**src/rtl/cksw_pkg.sv**
```systemverilog
package cksw_pkg;
   localparam int CFG_W        = 8;
   localparam int BIT_EXT_EN   = 0;
   localparam int BIT_INT_ODIS = 1;
   localparam int BIT_LVR_DIS  = 3;
   localparam int WADJ_LO      = 4;
   localparam int WADJ_W       = 3;
   localparam int BIT_LONG_DLY = 7;

   typedef enum logic [2:0] {
      ST_RUN_INT,
      ST_WAIT_OSC,
      ST_SETTLE,
      ST_RUN_EXT,
      ST_SLEEP
   } seq_state_t;

   typedef enum logic [1:0] {
      DLY_WAKE,
      DLY_SHORT,
      DLY_LONG
   } dly_sel_t;
endpackage

```
**src/rtl/cksw_cfg_reg.sv**
```systemverilog
module cksw_cfg_reg
   import cksw_pkg::*;
#(
   parameter logic [CFG_W-1:0] RST_VAL = '0,
   parameter logic [CFG_W-1:0] WR_MASK = '1
) (
   input  logic             clk,
   input  logic             rst_n,
   input  logic             we,
   input  logic [CFG_W-1:0] wdata,
   output logic [CFG_W-1:0] q
);

   for (genvar i = 0; i < CFG_W; i++) begin : g_bit
      if (WR_MASK[i]) begin : g_rw
         logic bit_q;
         always_ff @(posedge clk or negedge rst_n) begin
            if (!rst_n)  bit_q <= RST_VAL[i];
            else if (we) bit_q <= wdata[i];
         end
         assign q[i] = bit_q;
      end else begin : g_ro
         assign q[i] = RST_VAL[i];
      end
   end

   AST_HOLD_WITHOUT_WRITE: assert property (@(posedge clk) disable iff (!rst_n)
      !we |=> $stable(q));

endmodule

```
**src/rtl/cksw_settle_timer.sv**
```systemverilog
module cksw_settle_timer
   import cksw_pkg::*;
#(
   parameter int LONG_CYC   = 48000,
   parameter int SHORT_CYC  = 1536,
   parameter int WAKE_CYC   = 96,
   parameter bit DOWN_COUNT = 1'b1
) (
   input  logic     clk,
   input  logic     rst_n,
   input  logic     start,
   input  logic     abort,
   input  dly_sel_t sel,
   output logic     busy,
   output logic     done
);

   localparam int MAX_CYC = (LONG_CYC > SHORT_CYC)
                          ? ((LONG_CYC > WAKE_CYC) ? LONG_CYC : WAKE_CYC)
                          : ((SHORT_CYC > WAKE_CYC) ? SHORT_CYC : WAKE_CYC);
   localparam int CNT_W   = $clog2(MAX_CYC);

   if (!(WAKE_CYC >= 2 && WAKE_CYC < SHORT_CYC && SHORT_CYC < LONG_CYC)) begin : g_bad_len
      $error("settle windows must satisfy 2 <= wake < short < long");
   end

   logic [CNT_W-1:0] load_val;

   always_comb begin
      case (sel)
         DLY_LONG:  load_val = CNT_W'(LONG_CYC - 1);
         DLY_SHORT: load_val = CNT_W'(SHORT_CYC - 1);
         default:   load_val = CNT_W'(WAKE_CYC - 1);
      endcase
   end

   if (DOWN_COUNT) begin : g_down
      logic [CNT_W-1:0] cnt_q;
      logic             busy_q;
      always_ff @(posedge clk or negedge rst_n) begin
         if (!rst_n) begin
            busy_q <= 1'b0;
            cnt_q  <= '0;
         end else if (abort) begin
            busy_q <= 1'b0;
         end else if (start) begin
            busy_q <= 1'b1;
            cnt_q  <= load_val;
         end else if (busy_q) begin
            if (cnt_q == '0) busy_q <= 1'b0;
            else             cnt_q  <= cnt_q - 1'b1;
         end
      end
      assign busy = busy_q;
      assign done = busy_q && (cnt_q == '0);

      AST_NO_WRAP: assert property (@(posedge clk) disable iff (!rst_n)
         (busy_q && cnt_q == '0 && !start) |=> !busy_q);
   end else begin : g_up
      logic [CNT_W-1:0] cnt_q;
      logic [CNT_W-1:0] term_q;
      logic             busy_q;
      always_ff @(posedge clk or negedge rst_n) begin
         if (!rst_n) begin
            busy_q <= 1'b0;
            cnt_q  <= '0;
            term_q <= '0;
         end else if (abort) begin
            busy_q <= 1'b0;
         end else if (start) begin
            busy_q <= 1'b1;
            cnt_q  <= '0;
            term_q <= load_val;
         end else if (busy_q) begin
            if (cnt_q == term_q) busy_q <= 1'b0;
            else                 cnt_q  <= cnt_q + 1'b1;
         end
      end
      assign busy = busy_q;
      assign done = busy_q && (cnt_q == term_q);

      AST_NO_OVERRUN: assert property (@(posedge clk) disable iff (!rst_n)
         busy_q |-> (cnt_q <= term_q));
   end

   AST_START_ONLY_IDLE: assert property (@(posedge clk) disable iff (!rst_n)
      start |-> !busy);

endmodule

```
**src/rtl/cksw_sequencer.sv**
```systemverilog
module cksw_sequencer
   import cksw_pkg::*;
(
   input  logic     clk,
   input  logic     rst_n,
   input  logic     cfg_ext_en,
   input  logic     cfg_long_dly,
   input  logic     osc_valid,
   input  logic     suspend_req,
   input  logic     wake_req,
   input  logic     tmr_done,
   output logic     tmr_start,
   output logic     tmr_abort,
   output dly_sel_t tmr_sel,
   output logic     clk_ready,
   output logic     sel_ext
);

   seq_state_t state_q, state_d;
   dly_sel_t   pend_q, pend_d;
   logic       tgt_ext_q, tgt_ext_d;
   logic       ready_q, ready_d;
   logic       sel_q, sel_d;
   dly_sel_t   ext_sel;

   assign ext_sel = cfg_long_dly ? DLY_LONG : DLY_SHORT;

   always_comb begin
      state_d   = state_q;
      pend_d    = pend_q;
      tgt_ext_d = tgt_ext_q;
      ready_d   = ready_q;
      sel_d     = sel_q;
      tmr_start = 1'b0;
      tmr_abort = 1'b0;
      tmr_sel   = pend_q;
      case (state_q)
         ST_RUN_INT: begin
            if (suspend_req) begin
               state_d = ST_SLEEP;
               ready_d = 1'b0;
               sel_d   = 1'b0;
            end else if (cfg_ext_en) begin
               state_d   = ST_WAIT_OSC;
               ready_d   = 1'b0;
               pend_d    = ext_sel;
               tgt_ext_d = 1'b1;
            end
         end
         ST_RUN_EXT: begin
            if (suspend_req) begin
               state_d = ST_SLEEP;
               ready_d = 1'b0;
               sel_d   = 1'b0;
            end else if (!cfg_ext_en) begin
               state_d = ST_RUN_INT;
               sel_d   = 1'b0;
            end
         end
         ST_WAIT_OSC: begin
            if (suspend_req) begin
               state_d = ST_SLEEP;
            end else if (osc_valid) begin
               state_d   = ST_SETTLE;
               tmr_start = 1'b1;
            end
         end
         ST_SETTLE: begin
            if (suspend_req) begin
               state_d   = ST_SLEEP;
               tmr_abort = 1'b1;
            end else if (tmr_done) begin
               state_d = tgt_ext_q ? ST_RUN_EXT : ST_RUN_INT;
               sel_d   = tgt_ext_q;
               ready_d = 1'b1;
            end
         end
         ST_SLEEP: begin
            if (wake_req) begin
               if (cfg_ext_en) begin
                  state_d   = ST_WAIT_OSC;
                  pend_d    = ext_sel;
                  tgt_ext_d = 1'b1;
               end else begin
                  state_d   = ST_SETTLE;
                  pend_d    = DLY_WAKE;
                  tgt_ext_d = 1'b0;
                  tmr_start = 1'b1;
                  tmr_sel   = DLY_WAKE;
               end
            end
         end
         default: begin
            state_d = ST_RUN_INT;
            ready_d = 1'b1;
            sel_d   = 1'b0;
         end
      endcase
   end

   always_ff @(posedge clk or negedge rst_n) begin
      if (!rst_n) begin
         state_q   <= ST_RUN_INT;
         pend_q    <= DLY_SHORT;
         tgt_ext_q <= 1'b0;
         ready_q   <= 1'b1;
         sel_q     <= 1'b0;
      end else begin
         state_q   <= state_d;
         pend_q    <= pend_d;
         tgt_ext_q <= tgt_ext_d;
         ready_q   <= ready_d;
         sel_q     <= sel_d;
      end
   end

   assign clk_ready = ready_q;
   assign sel_ext   = sel_q;

   AST_SUSPEND_DROPS_READY: assert property (@(posedge clk) disable iff (!rst_n)
      suspend_req |=> (!ready_q && !sel_q));
   AST_EXT_ONLY_WHEN_READY: assert property (@(posedge clk) disable iff (!rst_n)
      sel_q |-> ready_q);
   AST_WAIT_HOLDS_GATE: assert property (@(posedge clk) disable iff (!rst_n)
      (state_q == ST_WAIT_OSC && !osc_valid && !suspend_req) |=> !ready_q);

endmodule

```
**src/rtl/clksrc_settle_ctrl.sv**
```systemverilog
module clksrc_settle_ctrl
   import cksw_pkg::*;
#(
   parameter int               LONG_CYC    = 48000,
   parameter int               SHORT_CYC   = 1536,
   parameter int               WAKE_CYC    = 96,
   parameter bit               DOWN_COUNT  = 1'b1,
   parameter logic [CFG_W-1:0] CFG_RST     = '0,
   parameter logic [CFG_W-1:0] CFG_WR_MASK = '1
) (
   input  logic              clk,
   input  logic              rst_n,
   input  logic              cfg_we,
   input  logic [CFG_W-1:0]  cfg_wdata,
   output logic [CFG_W-1:0]  cfg_rdata,
   input  logic              osc_valid,
   input  logic              suspend_req,
   input  logic              wake_req,
   output logic              clk_ready,
   output logic              sel_ext,
   output logic              int_clk_out_dis,
   output logic              lvr_dis,
   output logic [WADJ_W-1:0] wake_adj
);

   logic [CFG_W-1:0] cfg_q;
   logic             tmr_start, tmr_abort, tmr_busy, tmr_done;
   dly_sel_t         tmr_sel;

   cksw_cfg_reg #(
      .RST_VAL (CFG_RST),
      .WR_MASK (CFG_WR_MASK)
   ) i_cfg (
      .clk   (clk),
      .rst_n (rst_n),
      .we    (cfg_we),
      .wdata (cfg_wdata),
      .q     (cfg_q)
   );

   cksw_sequencer i_seq (
      .clk          (clk),
      .rst_n        (rst_n),
      .cfg_ext_en   (cfg_q[BIT_EXT_EN]),
      .cfg_long_dly (cfg_q[BIT_LONG_DLY]),
      .osc_valid    (osc_valid),
      .suspend_req  (suspend_req),
      .wake_req     (wake_req),
      .tmr_done     (tmr_done),
      .tmr_start    (tmr_start),
      .tmr_abort    (tmr_abort),
      .tmr_sel      (tmr_sel),
      .clk_ready    (clk_ready),
      .sel_ext      (sel_ext)
   );

   cksw_settle_timer #(
      .LONG_CYC   (LONG_CYC),
      .SHORT_CYC  (SHORT_CYC),
      .WAKE_CYC   (WAKE_CYC),
      .DOWN_COUNT (DOWN_COUNT)
   ) i_tmr (
      .clk   (clk),
      .rst_n (rst_n),
      .start (tmr_start),
      .abort (tmr_abort),
      .sel   (tmr_sel),
      .busy  (tmr_busy),
      .done  (tmr_done)
   );

   assign cfg_rdata       = cfg_q;
   assign int_clk_out_dis = cfg_q[BIT_INT_ODIS];
   assign lvr_dis         = cfg_q[BIT_LVR_DIS];
   assign wake_adj        = cfg_q[WADJ_LO +: WADJ_W];

   AST_BUSY_GATES_CLOCK: assert property (@(posedge clk) disable iff (!rst_n)
      tmr_busy |-> !clk_ready);
   AST_READY_ON_EXPIRY: assert property (@(posedge clk) disable iff (!rst_n)
      $rose(clk_ready) |-> $past(tmr_done));

endmodule

```
**config.mk**
```make
export PLATFORM = sky130hd
export DESIGN_NAME = clksrc_settle_ctrl
export DESIGN_NICKNAME = d
export VERILOG_FILES = /design/src/rtl/cksw_pkg.sv /design/src/rtl/cksw_cfg_reg.sv /design/src/rtl/cksw_settle_timer.sv /design/src/rtl/cksw_sequencer.sv /design/src/rtl/clksrc_settle_ctrl.sv
export SDC_FILE = /design/constraint.sdc
export NUM_CORES = 1
export LEC_CHECK = 0
export ABC_CLOCK_PERIOD_IN_PS = 4700
export BUFFER_PORTS_ARGS = -buffer_cell sky130_fd_sc_hd__buf_2
export CORE_AREA = 5 5 67 69
export CTS_CLUSTER_SIZE = 20
export DETAILED_ROUTE_END_ITERATION = 16
export DIE_AREA = 0 0 72 74
export PLACE_DENSITY = 0.87
export SLEW_MARGIN = 0
export SYNTH_ARGS = -nofsm -noshare
export SYNTH_HDL_FRONTEND = slang
export SYNTH_HIERARCHICAL = 1
export SYNTH_SLANG_ARGS = --single-unit
```
**constraint.sdc**
```tcl
create_clock -name clk -period 4.7 [get_ports clk]
set_input_delay 0.235 -clock clk [delete_from_list [all_inputs] [get_ports clk]]
set_output_delay 0.235 -clock clk [all_outputs]
set_load 0.01 [all_outputs]
```
==> results by group, run 1 <==
Clock network
  • Reg clk slew, reported paths: 0.07 ns
  • CTS tree: done
  • Setup repair bufs after CTS: 0
  • Clk root buf: clkbuf_8
  • TritonCTS Sinks: 33
  • Post-CTS sizing: 0
  • Inserted Clock Buffers: 5
  • Depth of the CTS H-tree: 2
  • Worst skew pair latency: 0.28 ns
  • Hold_buf cts: 0
  • Clock tree buffer depth: 2

Final layout
  • Nets: 260
  • Final Cell Area: 2320 µm²
  • Antenna cell count: 0
  • P&R area growth vs syn: 6.67%
  • Share of layout cells above drive strength 1: 0.250

Timing
  • Setup_tns: 0 ns
  • RSZ-0062 raised after global routing: no
  • Final Hold Fails: 0
  • Setup violations, final: 0
  • Final slew viol count: 0
  • Slew headroom: 0.518
  • Min Tclk post-route: 2.76 ns
  • Max Freq: 0.362 GHz
  • Worst Tran Pin Value: 0.724 ns
  • Clock skew: 0.00545 ns
  • Tcrit/Tclk final: 0.587

GRT
  • Total track usage: 0.171
  • Largest net degree at the start of global routing: 34
  • Remaining global-route overflow: 0
  • Initial antenna violation count: 0
  • Via count of the first global-routing pass: 1,591
  • Global-route wire length before repair: 7120 µm

Power and ir drop
  • Clk pwr share: 0.167
  • P_int: 726 µW
  • Switching part of the total power: 0.403
  • Maximum resistive drop on vdd: 0.000283 V
  • Psw: 491 µW
  • Leak: 0.00100 µW
  • Flop pwr share: 0.442
  • Pwr dens: 524 nW/µm²
  • Combinational Power Share: 0.391

Logic synthesis
  • Synth top area share: 0.356
  • Synth warnings: 6
  • Net Count, Synth: 248
  • Post-Synthesis Cells: 231
  • Sequential fraction of the synthesis area: 0.380
  • Yosys top cell by area: dfrtp_1
  • Ys flop type: dfrtp_1
  • Synth area leaders: dfrtp_1 36%, mux2_4 5.5%, buf_4 4.5%
  • Synth cell types: 63
  • Mapped Avg Cell Area: 9.42 µm²
  • Synthesis-stage register bit count: 33
  • Count of flip-flops with a built-in enable after synthesis: 0
  • Fraction of registers with async set/reset: 1.00
  • Mapped cell area: 2180 µm²

Route
  • # DRC: 0
  • DR vias/cell: 5.93
  • First-pass DRT Iterations: 4
  • WL/cell: 14.3 µm
  • DRT antenna net count: 0
  • Vias: 1,742
  • DR iter-0 viols: 146
  • WL final: 4200 µm

Floorplan
  • I/O pins: 29
  • Num rows: 23
  • Die Ht: 74 µm
  • Core box area: 3860 µm²
  • Die area: 5330 µm²
  • Starting Density: 0.565
  • DIE WIDTH: 72 µm

Placement
  • Placed cell areas: 2240 µm²
  • Gpl congestion: 0.850
  • DP HPWL: 3050 µm
  • I/O Buffers: 28

Outcome
  • Outcome: finished, final reports clean

Setup path
  • Worst Path Arrival: 2.98 ns
  • Type of the worst setup path: register to register
  • Critical path launch point type: register
  • CP Data Required Time: 4.92 ns
  • Crit-path max FO: 19
  • Worst setup EP type: register

Run
  • Max_cap viols: 0

Hold path
  • Hold WC Path Type: primary input to asynchronous set/reset pin
## cells in the mapped netlist (3+ instances only)
cell type / instances
a21oi_1: 12
a22oi_1: 5
and2_1: 4
buf_2: 4
buf_4: 13
clkbuf_1: 6
dfrtp_1: 31
ha_1: 3
inv_1: 10
mux2_1: 3
mux2_4: 8
nand2_1: 12
nand2b_1: 3
nand3_1: 5
nand3b_1: 3
nor2_1: 25
nor2b_1: 4
nor3_1: 7
o211ai_1: 3
o21ai_0: 7
o22ai_1: 3
or3_1: 3
## power groups by stage
stage               clock network, µW  registers, µW  logic, µW
finish                            203            538        476
global route                      223            556        533
CTS                               210            533        477
detailed placement                  0            539        475
global placement                    0            533        461
floorplan                           0            488        425
## cell families (layout without fill, tap and decap cells)
kind of cell	after synthesis	after routing	share of synthesized area
adder cells (fa/ha/maj)	3	3	0.0172
flip-flops	33	33	0.380
multiplexers	15	15	0.0902
XOR/XNOR	1	1	0.00402
buffers and inverters	34	47	0.0868
AND/OR/NAND/NOR	89	89	0.232
AO/OA/AOI/OAI	56	56	0.190
## layer usage
metal / wire length, µm / share of wire / vias to the layer above / track usage
met5: 0 / 0 / - / 0
met4: 52 / 0.012 / 0 / 0.0731
met3: 289 / 0.069 / 6 / 0.0392
met2: 1950 / 0.46 / 58 / 0.277
met1: 1900 / 0.45 / 818 / 0.221
li1: - / - / 860 / -
## cell type report
cell class | instances | area (µm²)
clock buffer | 5 | 68.8
clock inverter | 3 | 17.5
fill | 335 | 1530
inverter | 10 | 37.5
multi-input combinational | 164 | 1160
sequential | 33 | 828
tap | 50 | 62.6
timing repair buffer | 29 | 148
## final timing paths
check,start,to,slack (ns),cells past startpoint
worst min register to register,i_seq/pend_q[1],i_seq/pend_q[1],0.50,1
max in group asynchronous,rst_n,i_tmr/g_down.cnt_q[5],4.23,1
worst min-delay path,rst_n,i_seq/state_q[0],0.01,1
min in group clk,cfg_wdata[3],i_cfg/g_bit[3].g_rw.bit_q,0.19,2
worst max-delay path,i_seq/state_q[0],i_tmr/g_down.cnt_q[9],1.94,7
worst max register to register,i_seq/state_q[0],i_tmr/g_down.cnt_q[9],1.94,7
## cell usage in the layout (no fill, tap or decap), drive strengths merged, types with 4 or more instances in the layout
cell type / netlist / layout
nand2: 12 / 12
inv: 10 / 10
nor2: 26 / 26
clkbuf: 6 / 5
nand3: 5 / 5
a22oi: 5 / 5
nor2b: 4 / 4
o21ai: 9 / 9
a21oi: 12 / 12
nor3: 8 / 8
mux2: 13 / 13
dfrtp: 31 / 31
and2: 4 / 4
o211ai: 4 / 4
buf: 18 / 29
## critical path, stage by stage (launching register included)
cell and delay [ns]:
dfrtp_1 0.57, nor2b_1 0.24, and2_1 0.20, nand2_1 0.07, nand2_1 0.39, nor2_1 0.50, or4b_2 0.62, nand3_1 0.10
## sequential cells by signal, summed over array words and instances, names as in the netlist
signal	cells
i_seq/clk_ready	1
i_seq/sel_ext	1
i_seq/state_q	3
i_tmr/busy	1
i_seq/pend_q	2
i_cfg/g_bit.g_rw.bit_q	8
i_tmr/g_down.cnt_q	16
i_seq/tgt_ext_q	1
## per-stage QoR
step           utilization  total power (µW)  setup slack, ns  cells  hold slack, ns
2_1_floorplan            -               913             2.32    231         -0.0606
5_1_grt              0.602              1310             1.76    294          0.0646
3_5_place_dp         0.580              1010             2.02    286           0.329
4_1_cts              0.602              1220             2.00    294          0.0230
6_report             0.602              1220             1.94    294          0.0127
3_3_place_gp         0.580               994             2.10    286           0.331
Note: power is estimated with default switching activity, not from simulation.
==> run 2: changes to the inputs <==
--- a/config.mk
+++ b/config.mk
@@ -5,13 +5,13 @@
 export SDC_FILE = /design/constraint.sdc
 export NUM_CORES = 1
 export LEC_CHECK = 0
-export ABC_CLOCK_PERIOD_IN_PS = 4700
+export ABC_CLOCK_PERIOD_IN_PS = 2300
 export BUFFER_PORTS_ARGS = -buffer_cell sky130_fd_sc_hd__buf_2
-export CORE_AREA = 5 5 67 69
+export CORE_AREA = 5 5 71 73
 export CTS_CLUSTER_SIZE = 20
 export DETAILED_ROUTE_END_ITERATION = 16
-export DIE_AREA = 0 0 72 74
-export PLACE_DENSITY = 0.87
+export DIE_AREA = 0 0 76 78
+export PLACE_DENSITY = 0.81
 export SLEW_MARGIN = 0
 export SYNTH_ARGS = -nofsm -noshare
 export SYNTH_HDL_FRONTEND = slang
==> constraint.sdc (replaced) <==
create_clock -name clk -period 2.3 [get_ports clk]
set_input_delay 0.115 -clock clk [delete_from_list [all_inputs] [get_ports clk]]
set_output_delay 0.115 -clock clk [all_outputs]
set_load 0.01 [all_outputs]
==> results by group, run 2 (synthesis results as in run 1) <==
Placement
  • Placed cell areas: 2390 µm²
  • Gpl congestion: 0.873
  • I/O Buffers: 28
  • Post-Place Cells: 307
  • Post-Place Worst Slack: -0.0209 ns
  • DP HPWL: 3500 µm

Clock network
  • Clk root buf: clkbuf_8
  • Depth of the CTS H-tree: 2
  • Clock tree buffer depth: 2
  • Worst skew pair latency: 0.29 ns
  • CTS tree: done
  • TritonCTS Sinks: 33
  • Reg clk slew, reported paths: 0.07 ns
  • Inserted Clock Buffers: 5

Final layout
  • Multi-input logic area: 1190 µm²
  • Nets: 281
  • # fillers: 356
  • Final Core Density: 0.586
  • Largest registers: i_tmr/g_down.cnt_q x16, i_cfg/g_bit.g_rw.bit_q x8, i_seq/state_q x3
  • Antenna cell count: 0
  • Max reg flops: 16
  • Non-Filler Instances: 317
  • Final Cell Area: 2520 µm²
  • P&R area growth vs syn: 15.6%
  • Biggest register: i_tmr/g_down.cnt_q
  • Most frequent cells in the layout: 31 x dfrtp_1, 28 x buf_2, 24 x nor2_1
  • Share of layout cells above drive strength 1: 0.328
  • Most common cell after layout, fill and taps aside: dfrtp_1
  • Reg area: 828 µm²

Power and ir drop
  • Combinational Power Share: 0.474
  • Switching part of the total power: 0.398
  • Maximum resistive drop on vdd: 0.000606 V
  • Pwr dens: 1090 nW/µm²
  • Psw: 1090 µW
  • Flop pwr share: 0.372
  • Total Power: 2740 µW
  • Leak: 0.00112 µW
  • P_int: 1650 µW
  • Clk pwr share: 0.154

Setup path
  • Slowest cell on the critical path: or4_4
  • Crit-path max FO: 3
  • CP Data Required Time: 2.46 ns
  • Critical-path cell list: or4_4, or4_4, nor2_4, nor4b_2, a21oi_1, o32ai_2, mux2_1
  • Worst setup EP type: register
  • Largest stage delay on the critical path: 0.55 ns
  • Crit path depth: 7
  • Worst Path Arrival: 2.50 ns
  • Reg2Reg Depth: 7
  • CP top delay family: simple AND/OR/NAND/NOR gates
  • Type of the worst setup path: register to register
  • Worst path most repeated cell: or4_4
  • Critical path launch point type: register
  • CP bufs+invs: 0

Route
  • M1 WL: 2190 µm
  • DR iter-0 viols: 199
  • Uppermost routed layer: met4
  • WL final: 4890 µm
  • DR vias/cell: 5.85
  • Vias: 1,855
  • Met2 WL: 2420 µm
  • DRT antenna net count: 0
  • # DRC: 0
  • Wire length on met3: 221 µm
  • WL/cell: 15.4 µm
  • First-pass DRT Iterations: 4

Floorplan
  • Starting Density: 0.507
  • DIE WIDTH: 76 µm
  • Die Ht: 78 µm
  • Die area: 5930 µm²
  • Core box area: 4290 µm²
  • Num rows: 24
  • I/O pins: 29

GRT
  • Initial antenna violation count: 0
  • Via count of the first global-routing pass: 1,840
  • Remaining global-route overflow: 0
  • Total track usage: 0.170
  • Global-route wire length before repair: 8420 µm
  • Largest net degree at the start of global routing: 34

Timing
  • Setup violations, final: 2
  • Tcrit/Tclk final: 1.01
  • Final slew viol count: 0
  • Max Freq: 0.428 GHz
  • Worst Tran Pin Value: 0.723 ns
  • Final Hold Fails: 0
  • Clock skew: 0.00859 ns
  • RSZ-0062 raised after global routing: yes
  • Min Tclk post-route: 2.33 ns
  • Setup ws final: -0.0338 ns
  • Slew headroom: 0.518

Outcome
  • Outcome: finished with violations
  • Failing checks: negative setup slack

Hold path
  • Hold WC Path Type: primary input to register
  • Hold path cells: 2

Run
  • Max_cap viols: 0
run 2: layout make-up:
type	count	share of cell area
Multi-Input combinational cell	164	0.474
Sequential cell	33	0.329
Timing Repair Buffer	50	0.122
Clock buffer	5	0.0273
Tap cell	52	0.0258
Inverter	10	0.0149
Clock inverter	3	0.00696
run 2: final timing paths:
check                                      start                        end  slack [ns]
max in group asynchronous                  rst_n           i_seq/state_q[1]        1.41
min                                 cfg_wdata[4]  i_cfg/g_bit[4].g_rw.bit_q        0.06
min in group asynchronous                  rst_n     i_tmr/g_down.cnt_q[10]        0.42
min reg2reg                      i_seq/pend_q[1]            i_seq/pend_q[1]        0.50
max reg2reg                i_tmr/g_down.cnt_q[9]           i_seq/state_q[1]       -0.03
max                        i_tmr/g_down.cnt_q[9]           i_seq/state_q[1]       -0.03
run 2: power groups by stage:
stage	clock (µW)	combinational, µW	sequential [µW]
2_1_floorplan	0	868	997
3_3_place_gp	0	1200	999
3_5_place_dp	0	1240	1010
4_1_cts	437	1260	1010
5_1_grt	466	1440	1050
6_report	423	1300	1020
run 2: metrics by stage:
step	hold WS, ns	TNS, ns
after global routing	0.0509	-0.121
after global placement	0.210	0
after floorplan	-0.181	-0.110
after detailed placement	0.219	-0.0311
after CTS	0.0538	0
final	0.0614	-0.0570
run 2: what timing repair did:
item	in CTS	in global routing
hold endpoints to repair	31	0
resized for setup	1	5
cloned	0	0
hold buffers	1	0
endpoints found under the setup margin	2	4
pin swaps	1	0
buffers inserted	1	0
run 2: routing by layer:
metal,track usage,vias to the layer above
li1,-,900
met1,0.215,888
met2,0.277,61
met3,0.0359,6
met4,0.0783,0
met5,0,-
==> run 3: changes to the inputs <==
--- a/config.mk
+++ b/config.mk
@@ -11,6 +11,7 @@
 export CTS_CLUSTER_SIZE = 20
 export DETAILED_ROUTE_END_ITERATION = 16
 export DIE_AREA = 0 0 76 78
+export MAX_ROUTING_LAYER = met4
 export PLACE_DENSITY = 0.81
 export SLEW_MARGIN = 0
 export SYNTH_ARGS = -nofsm -noshare
==> constraint.sdc (replaced) <==
create_clock -name clk -period 2.3 [get_ports clk]
set_input_delay 0.46 -clock clk [delete_from_list [all_inputs] [get_ports clk]]
set_output_delay 0.46 -clock clk [all_outputs]
set_load 0.01 [all_outputs]
==> results by group, run 3 (synthesis results as in run 1) <==
Setup path
  • Worst Path Arrival: 2.50 ns
  • CP Data Required Time: 2.47 ns
  • Crit-path max FO: 3
  • Slowest cell on the critical path: or4_4
  • Largest stage delay on the critical path: 0.55 ns
  • Critical path launch point type: register
  • Worst setup EP type: register
  • Worst path most repeated cell: or4_4
  • CP bufs+invs: 0
  • Critical-path cell list: or4_4, or4_4, nor2_4, nor4b_2, a21oi_1, o32ai_2, mux2_1
  • Type of the worst setup path: register to register
  • CP top delay family: simple AND/OR/NAND/NOR gates

Route
  • WL final: 4850 µm
  • DRT antenna net count: 0
  • # DRC: 0
  • Wire length on met3: 204 µm
  • DR iter-0 viols: 192
  • Met2 WL: 2390 µm
  • First-pass DRT Iterations: 4
  • DR vias/cell: 5.85
  • Uppermost routed layer: met4
  • M1 WL: 2170 µm
  • WL/cell: 15.4 µm
  • Vias: 1,850

Placement
  • I/O Buffers: 28
  • Post-Place Worst Slack: -0.0209 ns
  • Gpl congestion: 0.888
  • DP HPWL: 3500 µm
  • Placed cell areas: 2390 µm²

Floorplan
  • Die area: 5930 µm²
  • Num rows: 24
  • DIE WIDTH: 76 µm
  • Core box area: 4290 µm²
  • Starting Density: 0.507
  • I/O pins: 29
  • Die Ht: 78 µm

Power and ir drop
  • Maximum resistive drop on vdd: 0.000607 V
  • Total Power: 2740 µW
  • Leak: 0.00112 µW
  • Pwr dens: 1090 nW/µm²

GRT
  • Initial antenna violation count: 0
  • Largest net degree at the start of global routing: 34
  • Via count of the first global-routing pass: 1,835
  • Remaining global-route overflow: 0
  • Global-route wire length before repair: 8420 µm
  • Total track usage: 0.175

Final layout
  • # fillers: 356
  • Most frequent cells in the layout: 31 x dfrtp_1, 28 x buf_2, 24 x nor2_1
  • Largest registers: i_tmr/g_down.cnt_q x16, i_cfg/g_bit.g_rw.bit_q x8, i_seq/state_q x3
  • Final Cell Area: 2510 µm²
  • P&R area growth vs syn: 15.2%
  • Antenna cell count: 0
  • Reg area: 828 µm²
  • Multi-input logic area: 1190 µm²
  • Biggest register: i_tmr/g_down.cnt_q
  • Nets: 280
  • Share of layout cells above drive strength 1: 0.330
  • Max reg flops: 16
  • Most common cell after layout, fill and taps aside: dfrtp_1

Timing
  • Slew headroom: 0.520
  • Min Tclk post-route: 2.33 ns
  • Final Hold Fails: 0
  • Final slew viol count: 0
  • Tcrit/Tclk final: 1.01
  • Max Freq: 0.429 GHz
  • Setup violations, final: 2
  • RSZ-0062 raised after global routing: yes
  • Setup ws final: -0.0310 ns
  • Clock skew: 0.00825 ns
  • Worst Tran Pin Value: 0.720 ns

Clock network
  • Hold_buf cts: 0
  • Inserted Clock Buffers: 5
  • CTS tree: done
  • Clock tree buffer depth: 2
  • TritonCTS Sinks: 33
  • Worst skew pair latency: 0.29 ns
  • Clk root buf: clkbuf_8
  • Reg clk slew, reported paths: 0.07 ns
  • Depth of the CTS H-tree: 2

Outcome
  • Outcome: finished with violations
  • Failing checks: negative setup slack

Run
  • Max_cap viols: 0

Hold path
  • Hold WC Path Type: primary input to asynchronous set/reset pin
[run 3: timing repair]
action / CTS / global route
setup endpoints to repair: 2 / 4
buffers inserted: 1 / 0
gates resized for setup: 1 / 5
pin swaps: 1 / 0
hold endpoints to repair: 0 / 0
[run 3: final timing paths]
path                                            start                   endpoint  slack (ns)  cells past startpoint
worst max-delay path            i_tmr/g_down.cnt_q[9]           i_seq/state_q[1]       -0.03                      7
worst min-delay path                            rst_n              i_seq/sel_ext        0.22                      1
worst max register to register  i_tmr/g_down.cnt_q[9]           i_seq/state_q[1]       -0.03                      7
worst min register to register        i_seq/pend_q[1]            i_seq/pend_q[1]        0.50                      1
max in group asynchronous                       rst_n           i_seq/state_q[1]        1.61                      1
min in group clk                         cfg_wdata[4]  i_cfg/g_bit[4].g_rw.bit_q        0.40                      2
[run 3: final cells by class]
type	instances	share of cell area
timing repair buffer	49	0.119
clock inverter	3	0.00699
clock buffer	5	0.0274
inverter	10	0.0150
multi-input combinational	164	0.476
tap	52	0.0259
sequential	33	0.330
[run 3: worst reg2reg max path: stages (launching register included)]
cell,delay (ns)
dfrtp_1,0.39
or4_4,0.55
or4_4,0.45
nor2_4,0.12
nor4b_2,0.06
a21oi_1,0.19
o32ai_2,0.13
mux2_1,0.32
[run 3: power by group]
part           internal [µW]  switching [µW]  total (µW)
Clock                    208             217         425
Sequential               808             211        1020
Combinational            634             665        1300
[run 3: per-stage QoR]
| stage | std cells | util | hold slack (ns) | setup TNS [ns] |
|---|---|---|---|---|
| after floorplan | 231 | - | 0.164 | -0.110 |
| after global placement | 307 | 0.556 | 0.489 | 0 |
| after detailed placement | 307 | 0.556 | 0.491 | -0.0311 |
| after CTS | 316 | 0.579 | 0.253 | 0 |
| after global routing | 316 | 0.584 | 0.291 | -0.121 |
| final | 316 | 0.584 | 0.220 | -0.0514 |
[run 3: metal layers]
layer  up-vias  GRT usage
li1        895          -
met3         8     0.0336
met1       892      0.216
met2        55      0.277
met4         0     0.0783
met5         -          -
